===== src/rtl/hpw_pkg.sv =====
package hpw_pkg;

    // Field widths of the two formats
    localparam int H_EXP_W  = 5;
    localparam int H_FRAC_W = 10;
    localparam int S_EXP_W  = 8;
    localparam int S_FRAC_W = 23;

    localparam int H_W      = 1 + H_EXP_W + H_FRAC_W;
    localparam int S_W      = 1 + S_EXP_W + S_FRAC_W;
    localparam int H_BIAS   = (1 << (H_EXP_W - 1)) - 1;
    localparam int S_BIAS   = (1 << (S_EXP_W - 1)) - 1;
    localparam int REBIAS   = S_BIAS - H_BIAS;
    localparam int PAD_W    = S_FRAC_W - H_FRAC_W;
    localparam int POS_W    = $clog2(H_FRAC_W);
    localparam int SH_W     = $clog2(H_FRAC_W + 1);

    typedef enum logic [2:0] {
        K_ZERO,
        K_SUB,
        K_NORM,
        K_INF,
        K_QNAN,
        K_SNAN
    } kind_e;

    typedef struct packed {
        logic                sign;
        logic [H_EXP_W-1:0]  exp;
        logic [H_FRAC_W-1:0] frac;
        kind_e               kind;
    } half_parts_t;

    typedef struct packed {
        logic                sign;
        logic [S_EXP_W-1:0]  exp;
        logic [S_FRAC_W-1:0] frac;
    } sgl_t;

    // Position of the most significant set bit of a nonzero fraction
    function automatic logic [POS_W-1:0] top_one_pos(input logic [H_FRAC_W-1:0] f);
        logic [POS_W-1:0] pos;
        pos = '0;
        for (int i = 0; i < H_FRAC_W; i++) begin
            if (f[i]) pos = POS_W'(i);
        end
        return pos;
    endfunction

    // Positive, all-ones exponent, only the quiet bit set
    function automatic sgl_t default_nan();
        sgl_t d;
        d.sign = 1'b0;
        d.exp  = '1;
        d.frac = '0;
        d.frac[S_FRAC_W-1] = 1'b1;
        return d;
    endfunction

endpackage


===== src/rtl/hpw_classify.sv =====
module hpw_classify
    import hpw_pkg::*;
(
    input  logic [H_W-1:0] half_in,
    input  logic           alt_fmt,
    output half_parts_t    parts
);
    logic                sgn;
    logic [H_EXP_W-1:0]  ex;
    logic [H_FRAC_W-1:0] fr;
    logic                ex_ones;
    logic                ex_zero;
    logic                fr_zero;

    assign sgn     = half_in[H_W-1];
    assign ex      = half_in[H_W-2 -: H_EXP_W];
    assign fr      = half_in[H_FRAC_W-1:0];
    assign ex_ones = &ex;
    assign ex_zero = ~|ex;
    assign fr_zero = ~|fr;

    always_comb begin
        parts.sign = sgn;
        parts.exp  = ex;
        parts.frac = fr;
        if (ex_ones && !alt_fmt) begin
            if (fr_zero)
                parts.kind = K_INF;
            else if (fr[H_FRAC_W-1])
                parts.kind = K_QNAN;
            else
                parts.kind = K_SNAN;
        end else if (ex_zero) begin
            parts.kind = fr_zero ? K_ZERO : K_SUB;
        end else begin
            parts.kind = K_NORM;
        end
    end
endmodule


===== src/rtl/hpw_normalize.sv =====
module hpw_normalize
    import hpw_pkg::*;
(
    input  logic [H_FRAC_W-1:0] frac,
    output logic [S_EXP_W-1:0]  norm_exp,
    output logic [H_FRAC_W-1:0] norm_frac
);
    logic [POS_W-1:0] lead;
    logic [SH_W-1:0]  shift;

    assign lead      = top_one_pos(frac);
    assign shift     = SH_W'(H_FRAC_W) - SH_W'(lead);
    // Leading one is shifted out past the top of the field
    assign norm_frac = frac << shift;
    assign norm_exp  = S_EXP_W'(REBIAS + 1) - S_EXP_W'(shift);
endmodule


===== src/rtl/hpw_assemble.sv =====
module hpw_assemble
    import hpw_pkg::*;
(
    input  half_parts_t         parts,
    input  logic [S_EXP_W-1:0]  sub_exp,
    input  logic [H_FRAC_W-1:0] sub_frac,
    input  logic                dnan_en,
    output sgl_t                out,
    output logic                inv
);
    logic [S_EXP_W-1:0] norm_exp;

    assign norm_exp = S_EXP_W'(parts.exp) + S_EXP_W'(REBIAS);

    always_comb begin
        out.sign = parts.sign;
        out.exp  = '0;
        out.frac = '0;
        inv      = 1'b0;
        unique case (parts.kind)
            K_ZERO: begin
                out.exp  = '0;
                out.frac = '0;
            end
            K_SUB: begin
                out.exp  = sub_exp;
                out.frac = {sub_frac, {PAD_W{1'b0}}};
            end
            K_NORM: begin
                out.exp  = norm_exp;
                out.frac = {parts.frac, {PAD_W{1'b0}}};
            end
            K_INF: begin
                out.exp  = '1;
                out.frac = '0;
            end
            K_QNAN, K_SNAN: begin
                inv = (parts.kind == K_SNAN);
                if (dnan_en) begin
                    out = default_nan();
                end else begin
                    out.exp  = '1;
                    out.frac = {1'b1, parts.frac[H_FRAC_W-2:0], {PAD_W{1'b0}}};
                end
            end
            default: begin
                out.exp  = '0;
                out.frac = '0;
            end
        endcase
    end
endmodule


===== src/rtl/hpw_widen.sv =====
module hpw_widen
    import hpw_pkg::*;
(
    input  logic           clk,
    input  logic           rst,
    input  logic           in_valid,
    input  logic           alt_fmt,
    input  logic           dnan_en,
    input  logic [H_W-1:0] half_in,
    output logic           out_valid,
    output logic [S_W-1:0] result,
    output logic           invalid
);
    half_parts_t         parts;
    logic [S_EXP_W-1:0]  sub_exp;
    logic [H_FRAC_W-1:0] sub_frac;
    sgl_t                conv;
    logic                conv_inv;

    hpw_classify u_classify (
        .half_in (half_in),
        .alt_fmt (alt_fmt),
        .parts   (parts)
    );

    hpw_normalize u_normalize (
        .frac      (parts.frac),
        .norm_exp  (sub_exp),
        .norm_frac (sub_frac)
    );

    hpw_assemble u_assemble (
        .parts    (parts),
        .sub_exp  (sub_exp),
        .sub_frac (sub_frac),
        .dnan_en  (dnan_en),
        .out      (conv),
        .inv      (conv_inv)
    );

    always_ff @(posedge clk) begin
        if (rst) begin
            out_valid <= 1'b0;
            result    <= '0;
            invalid   <= 1'b0;
        end else begin
            out_valid <= in_valid;
            if (in_valid) begin
                result  <= conv;
                invalid <= conv_inv;
            end
        end
    end
endmodule


===== config.mk =====
export PLATFORM = sky130hd
export DESIGN_NAME = hpw_widen
export DESIGN_NICKNAME = d
export VERILOG_FILES = /design/src/rtl/hpw_pkg.sv /design/src/rtl/hpw_classify.sv /design/src/rtl/hpw_normalize.sv /design/src/rtl/hpw_assemble.sv /design/src/rtl/hpw_widen.sv
export SDC_FILE = /design/constraint.sdc
export NUM_CORES = 1
export LEC_CHECK = 0
export CORE_MARGIN = 2
export CORE_UTILIZATION = 38
export CTS_CLUSTER_DIAMETER = 100
export DETAILED_ROUTE_END_ITERATION = 16
export GPL_TIMING_DRIVEN = 0
export PLACE_DENSITY = 0.72
export SLEW_MARGIN = 25
export SYNTH_ARGS = -nofsm -noshare
export SYNTH_HDL_FRONTEND = slang
export SYNTH_SLANG_ARGS = --single-unit

===== constraint.sdc =====
create_clock -name clk -period 2.7 [get_ports clk]
set_input_delay 0.405 -clock clk [delete_from_list [all_inputs] [get_ports clk]]
set_output_delay 0.405 -clock clk [all_outputs]
set_load 0.02 [all_outputs]

# Yosys cells after proc, flatten, opt, wreduce, memory -nomap -nowiden
# Cells that the tools add are included.
# Widths: inputs -> output; s select.
[classes]
add_sub_neg = 3
mul = 0
n_div = 0
magnitude_cmp = 0
eq_ne = 5
shifts = 1
n_mux = 19
bitwise = 0
reduce_logical = 6
[op_table]
columns = ["cell", "n"]
rows = [
  ["$pmux 31 s4", 1],
  ["$mux 22", 1],
  ["$mux 3", 7],
  ["$reduce_or 10->1", 1],
  ["$shl 10x4->10", 1],
  ["$add 5x7->8 const B", 1],
  ["$mux 4", 2],
  ["$sub 7x4->8 const A", 1],
  ["$eq 3x2->1 const B", 2],
  ["$eq 3x3->1 const B", 2],
  ["$mux 1", 6],
  ["$reduce_and 5->1", 1],
  ["$reduce_or 5->1", 1],
  ["$mux 2", 2],
  ["$sub 4x4->4 const A", 1],
  ["$eq 3x1->1 const B", 1],
  ["$reduce_or 2->1", 1],
  ["$logic_and 1x1->1", 1],
  ["$logic_not 1->1", 1],
]
[totals]
reg_bits = 34
latchBits = 0
ram_bits = 0
rom_bits = 0
input_bits = 21
out_inout_bits = 34
elab_cells = 37
mem_count = 0

# Longest topological paths before layout
[depth]
word_depth = 12
mapped_depth = 13
ltp_nobuf = 11

# Cells and area by module
# Synthesis repeated with hierarchy kept, for this count alone.
[hier_totals]
hier_cells = 310
area_unflattened_um2 = 2722.6
[by_module_without_submodules]
columns = ["module", "instances", "cells_each", "area_each_um2", "seq_area_each_um2"]
rows = [
  ["hpw_widen", 1, 109, 1229.9, 680.7],
  ["hpw_assemble", 1, 78, 645.6, 0.0],
  ["hpw_normalize", 1, 95, 645.6, 0.0],
  ["hpw_classify", 1, 28, 201.4, 0.0],
]

# Worst setup path after synthesis
# OpenSTA, ideal clock, no wires.
[synth_path]
path_type = "input to register"
startpoint = "input port half_in[8]"
endpoint = "register result[22]"
setup_ns = 0.120
t_arrival_ns = 2.627
t_required_ns = 2.580
path_slack_ns = -0.047
stages = 13
n_path_buf = 2
cell_sequence = "clkbuf_1 > nor3b_1 > nor3_2 > o41ai_2 > ha_1 > clkbuf_1 > and3b_1 > a311oi_1 > o32ai_1 > nand2_1 > a21oi_1 > a2111oi_4 > nor2_2"
[synth_between]
elab_chain_len = 7
elab_cells_between_ends = 16
cone_classes = "add/sub: 1; eq/ne: 5; shift: 1; mux: 7; reduce/logical: 2"
[synth_rtl]
columns = ["item", "line", "source"]
rows = [
  ["start: declaration", "hpw_widen.sv:9", "input logic [H_W-1:0] half_in,"],
  ["parallel branches: the longest is 6 deep, another holds $sub 4x4->4", "-", ""],
  ["$pmux 31 s4 *", "hpw_assemble.sv:20", "unique case (parts.kind)"],
  ["end signal: assignment", "hpw_widen.sv:49", "result <= conv;"],
  ["end: declaration", "hpw_widen.sv:11", "output logic [S_W-1:0] result,"],
]
# Every way passes the cells marked *.
# A chain may end at the register's enable or synchronous reset.

# Worst setup path after layout
[layout_path]
startpoint = "input port half_in[6]"
endpoint = "register result[22]"
[layout_between]
elab_chain_len = 7
elab_cells_between_ends = 18
cone_classes = "add/sub: 1; eq/ne: 5; shift: 1; mux: 9; reduce/logical: 2"
[layout_rtl]
columns = ["item", "line"]
rows = [
  ["$mux 3 or $reduce_or 10->1 (tied branches)", "hpw_pkg.sv:45, hpw_classify.sv:20"],
  ["$mux 3 or $mux 1 (tied branches)", "hpw_pkg.sv:45, hpw_classify.sv:34"],
  ["$mux 4 or $mux 3 (tied branches)", "hpw_pkg.sv:45, hpw_classify.sv:33"],
  ["$mux 4 or $mux 3 (tied branches)", "hpw_pkg.sv:45, hpw_classify.sv:26"],
  ["$sub 4x4->4 or $eq 3x3->1 (tied branches)", "hpw_normalize.sv:12, hpw_assemble.sv:20"],
  ["$shl 10x4->10 or $reduce_or 2->1 (tied branches)", "hpw_normalize.sv:14, hpw_assemble.sv:20"],
  ["$pmux 31 s4 *", "hpw_assemble.sv:20"],
]
# Mark *: on every way between the ends. The rest lies on a longest branch, timed or not.

==> impl_results.md <==
- Outcome: complete, no violations
- First-pass GRT wire length: around 7.6 mm
- Post-synthesis async set-or-reset flop share: 0
- Synth cell types: 58
- Top post-synthesis cells by count: nand2_1, a21oi_1, dfxtp_1
- Post-synth EDFFs: 0
- CTS buffer count: 3
- Min cycle time layout: 2636 ps
- Port Buffers: 39
- ANT nets after route: 0
- Post-detail-place hpwl: 3.452 mm
- Setup Viol. Count Final: 0
- Rows: 23
- Synth warn: 0
- I/O pins: between 50 and 60
- Non-Filler Instances: 320
- Pre-antenna DRT Iters: 4
- Post-Synth XOR/XNOR Area: 0.01118
- Setup TNS: 0 ps
- Pin count of the biggest net entering global routing: 11
- Initial DRC count: 194
- Static leakage: about 0.94 nW
- Share of cells above drive strength 1: 0.2259
- # Max-Cap Violations: 0
- Synth area leaders: dfxtp_1, buf_4, a21oi_1
- Final #Nets: 295
- Register area share after synthesis: 0.2556
- Clock sink total: 20
- Vias in the first global route: 1,675
- Die height: 68.21 um
- CTS tree: done
- Crit Path Category: primary input to register
- Syn Area/Cell: 7.604 um2
- Synth top area share: 0.2556
- Flops & latches, synth: 20
- Placement Cell Area: roughly 2100 um2
- Crit path max fanout: 5
- P&R area growth vs syn: 46.41%
- Most common cell in the netlist: nand2_1
- Worst vdd ir: 0.0002581 V
- Multi-input logic area: about 1100 um2
- Vias: 1,722
- Initial Util: 0.3945
- CTS clock-pin slew for the worst setup and hold paths: roughly 70 ps
- Post-Synth Adder-Cell Area: 0.01597
- Fillcell total: 394
- Relative slew slack: 0.6358
- Die Wd: roughly 70 um
- Slowest-stage cell, CP: clkdlybuf4s15_1
- RSZ-0062 raised after global routing: true
- Ys flop type: dfxtp_1
- Pre-CTS WS: -909.3 ps
- Slew @ Worst Pin: 542.1 ps
- DRC Markers: 0
- Max Buffers Root-to-Sink: 2
- Gate Count Post-Synth: 206
- Peak Freq: 0.3794 GHz
- Cells along the critical path: clkdlybuf4s15_1, nor3b_2, nor3_4, o41ai_4, ha_1, clkbuf_8, and3b_1, a311oi_2, o32ai_2, nand2_1, a21oi_2, a2111oi_4, nor2_2
- Max Transition Viols Final: 0
- Synth area leader: dfxtp_1
- Max Clock Skew: 0 ps
- Post-route cell area: 2293 um2
- Post-synthesis simple-gate area fraction: 0.2684
- RD Place Congestion: 0.9119
- Routed Wire Length: roughly 4.7 mm
- CP Launch Type: primary input
- CP Capture Type: register
- CTS root buf: clkbuf_8
- Storage cell area: 400.4 um2
- GRT Total Usage: 0.2135
- Worst setup margin: about 64 ps
- Power Density: 371.6 nW/um2
- Hold buffer count at cts: 0
- Post-synthesis compound-gate area fraction: 0.3067
- H-tree depth: 1
- Antenna diode count: 0
- CP Buf/Inv Count: 2
- Clk_lat worst skew: 250 ps
- Die area: between 4000 and 5000 um2
- CP top delay family: compound AO/OA/AOI/OAI gates
- Largest family of logic cells by synthesized area: compound AO/OA/AOI/OAI gates
- Inst Count DP: 307
- CP max stage delay: 360 ps
- Endpoints failing hold: 0
- Worst Path Arrival: 2780 ps
- WL/cell: about 15 um
- Total gr overflow: 0
- Synthesized cell area: around 1600 um2
- Via-to-Cell Ratio: 5.381
- Worst Hold Class: register to register
- Mux contribution to synthesized area: 0.02716
- Initial antenna violation count: 0
- Final period util: 0.9763
- Required time worst endpoint: ~2900 ps
- Area of the core: 3971 um2
[cells by family (layout without fill, tap and decap cells)]
group           Yosys count  count (layout)
flops                    20              20
compound gates           66              66
mux                       4               4
buf+inv                  31              83
other cells               1              13
fa+ha+maj                 2               2
simple gates             80              80
xor+xnor                  2               2
[worst min-delay path: cells and delay by family, from the launching register on]
| family | cells | cell delay (ps) |
|---|---|---|
| AND/OR/NAND/NOR | 1 | 50 |
| AO/OA/AOI/OAI | 1 | 50 |
| flip-flops | 1 | 320 |
[flip-flops by register name, summed over array words and instances (netlist names)]
signal	cells
result	18
invalid	1
out_valid	1
[layout make-up]
class	count	area share
inverter	7	0.01146
timing repair buffer	49	0.2008
clock buffer	3	0.01800
buffer	24	0.07965
sequential	20	0.1746
tap	50	0.02728
multi-input combinational	167	0.4883
[where the power goes]
| part | total [mW] | leakage (nW) | switching [mW] | internal [mW] |
|---|---|---|---|---|
| Combinational | 0.335 | 0.751 | 0.178 | 0.157 |
| Clock | 0.194 | 0.0216 | 0.0949 | 0.0993 |
| Sequential | 0.323 | 0.165 | 0.0103 | 0.312 |
[metrics by stage]
step | total power [mW] | utilization | hold WS [ps]
floorplan | 0.5152 | - | 526.9
global placement | 0.6182 | 0.5214 | 442.7
detailed placement | 0.6210 | 0.5214 | 451.0
CTS | 0.8485 | 0.5687 | 461.9
global route | 0.9004 | 0.5775 | 489.3
finish | 0.8522 | 0.5775 | 458.9
[layer usage]
metal / GRT usage / part of all wire
met5: 0 / 0
met4: 0.05750 / 0.018
met3: 0.05428 / 0.079
met2: 0.3738 / 0.50
met1: 0.2580 / 0.41
[path summary, 6_finish.rpt]
check | startpoint | slack [ps] | to | depth (start not counted)
min reg2reg | result[17] | 460 | result[17] | 2
max | half_in[6] | 60 | result[22] | 13
max reg2reg | result[22] | 1700 | result[22] | 4
min | result[17] | 460 | result[17] | 2
[layout by cell type (no fill, tap or decap), types with 2 or more instances in the layout]
cell type	instances
a221o_1	2
nand2_1	22
and2_1	2
inv_1	7
mux2i_1	2
conb_1	13
dlygate4sd2_1	5
clkdlybuf4s15_1	2
a21o_1	4
nor3_1	7
nand2b_1	3
a222oi_1	4
nand3_1	5
clkbuf_8	6
clkbuf_1	4
o211ai_1	2
o21ai_0	13
mux2_2	2
nor2_2	2
nor3_4	2
a22o_1	3
clkdlybuf4s50_1	31
clkbuf_2	2
nor2_1	18
xnor2_1	2
buf_4	24
ha_1	2
dfxtp_1	20
a21oi_1	18
a21oi_2	2
[repair_timing]
action                     in CTS  in global routing
setup endpoints to repair      14                  4
pin swaps                       7                  6
setup buffers                   9                  1
resized for setup              30                  8
(Power assumes the default switching activity.)
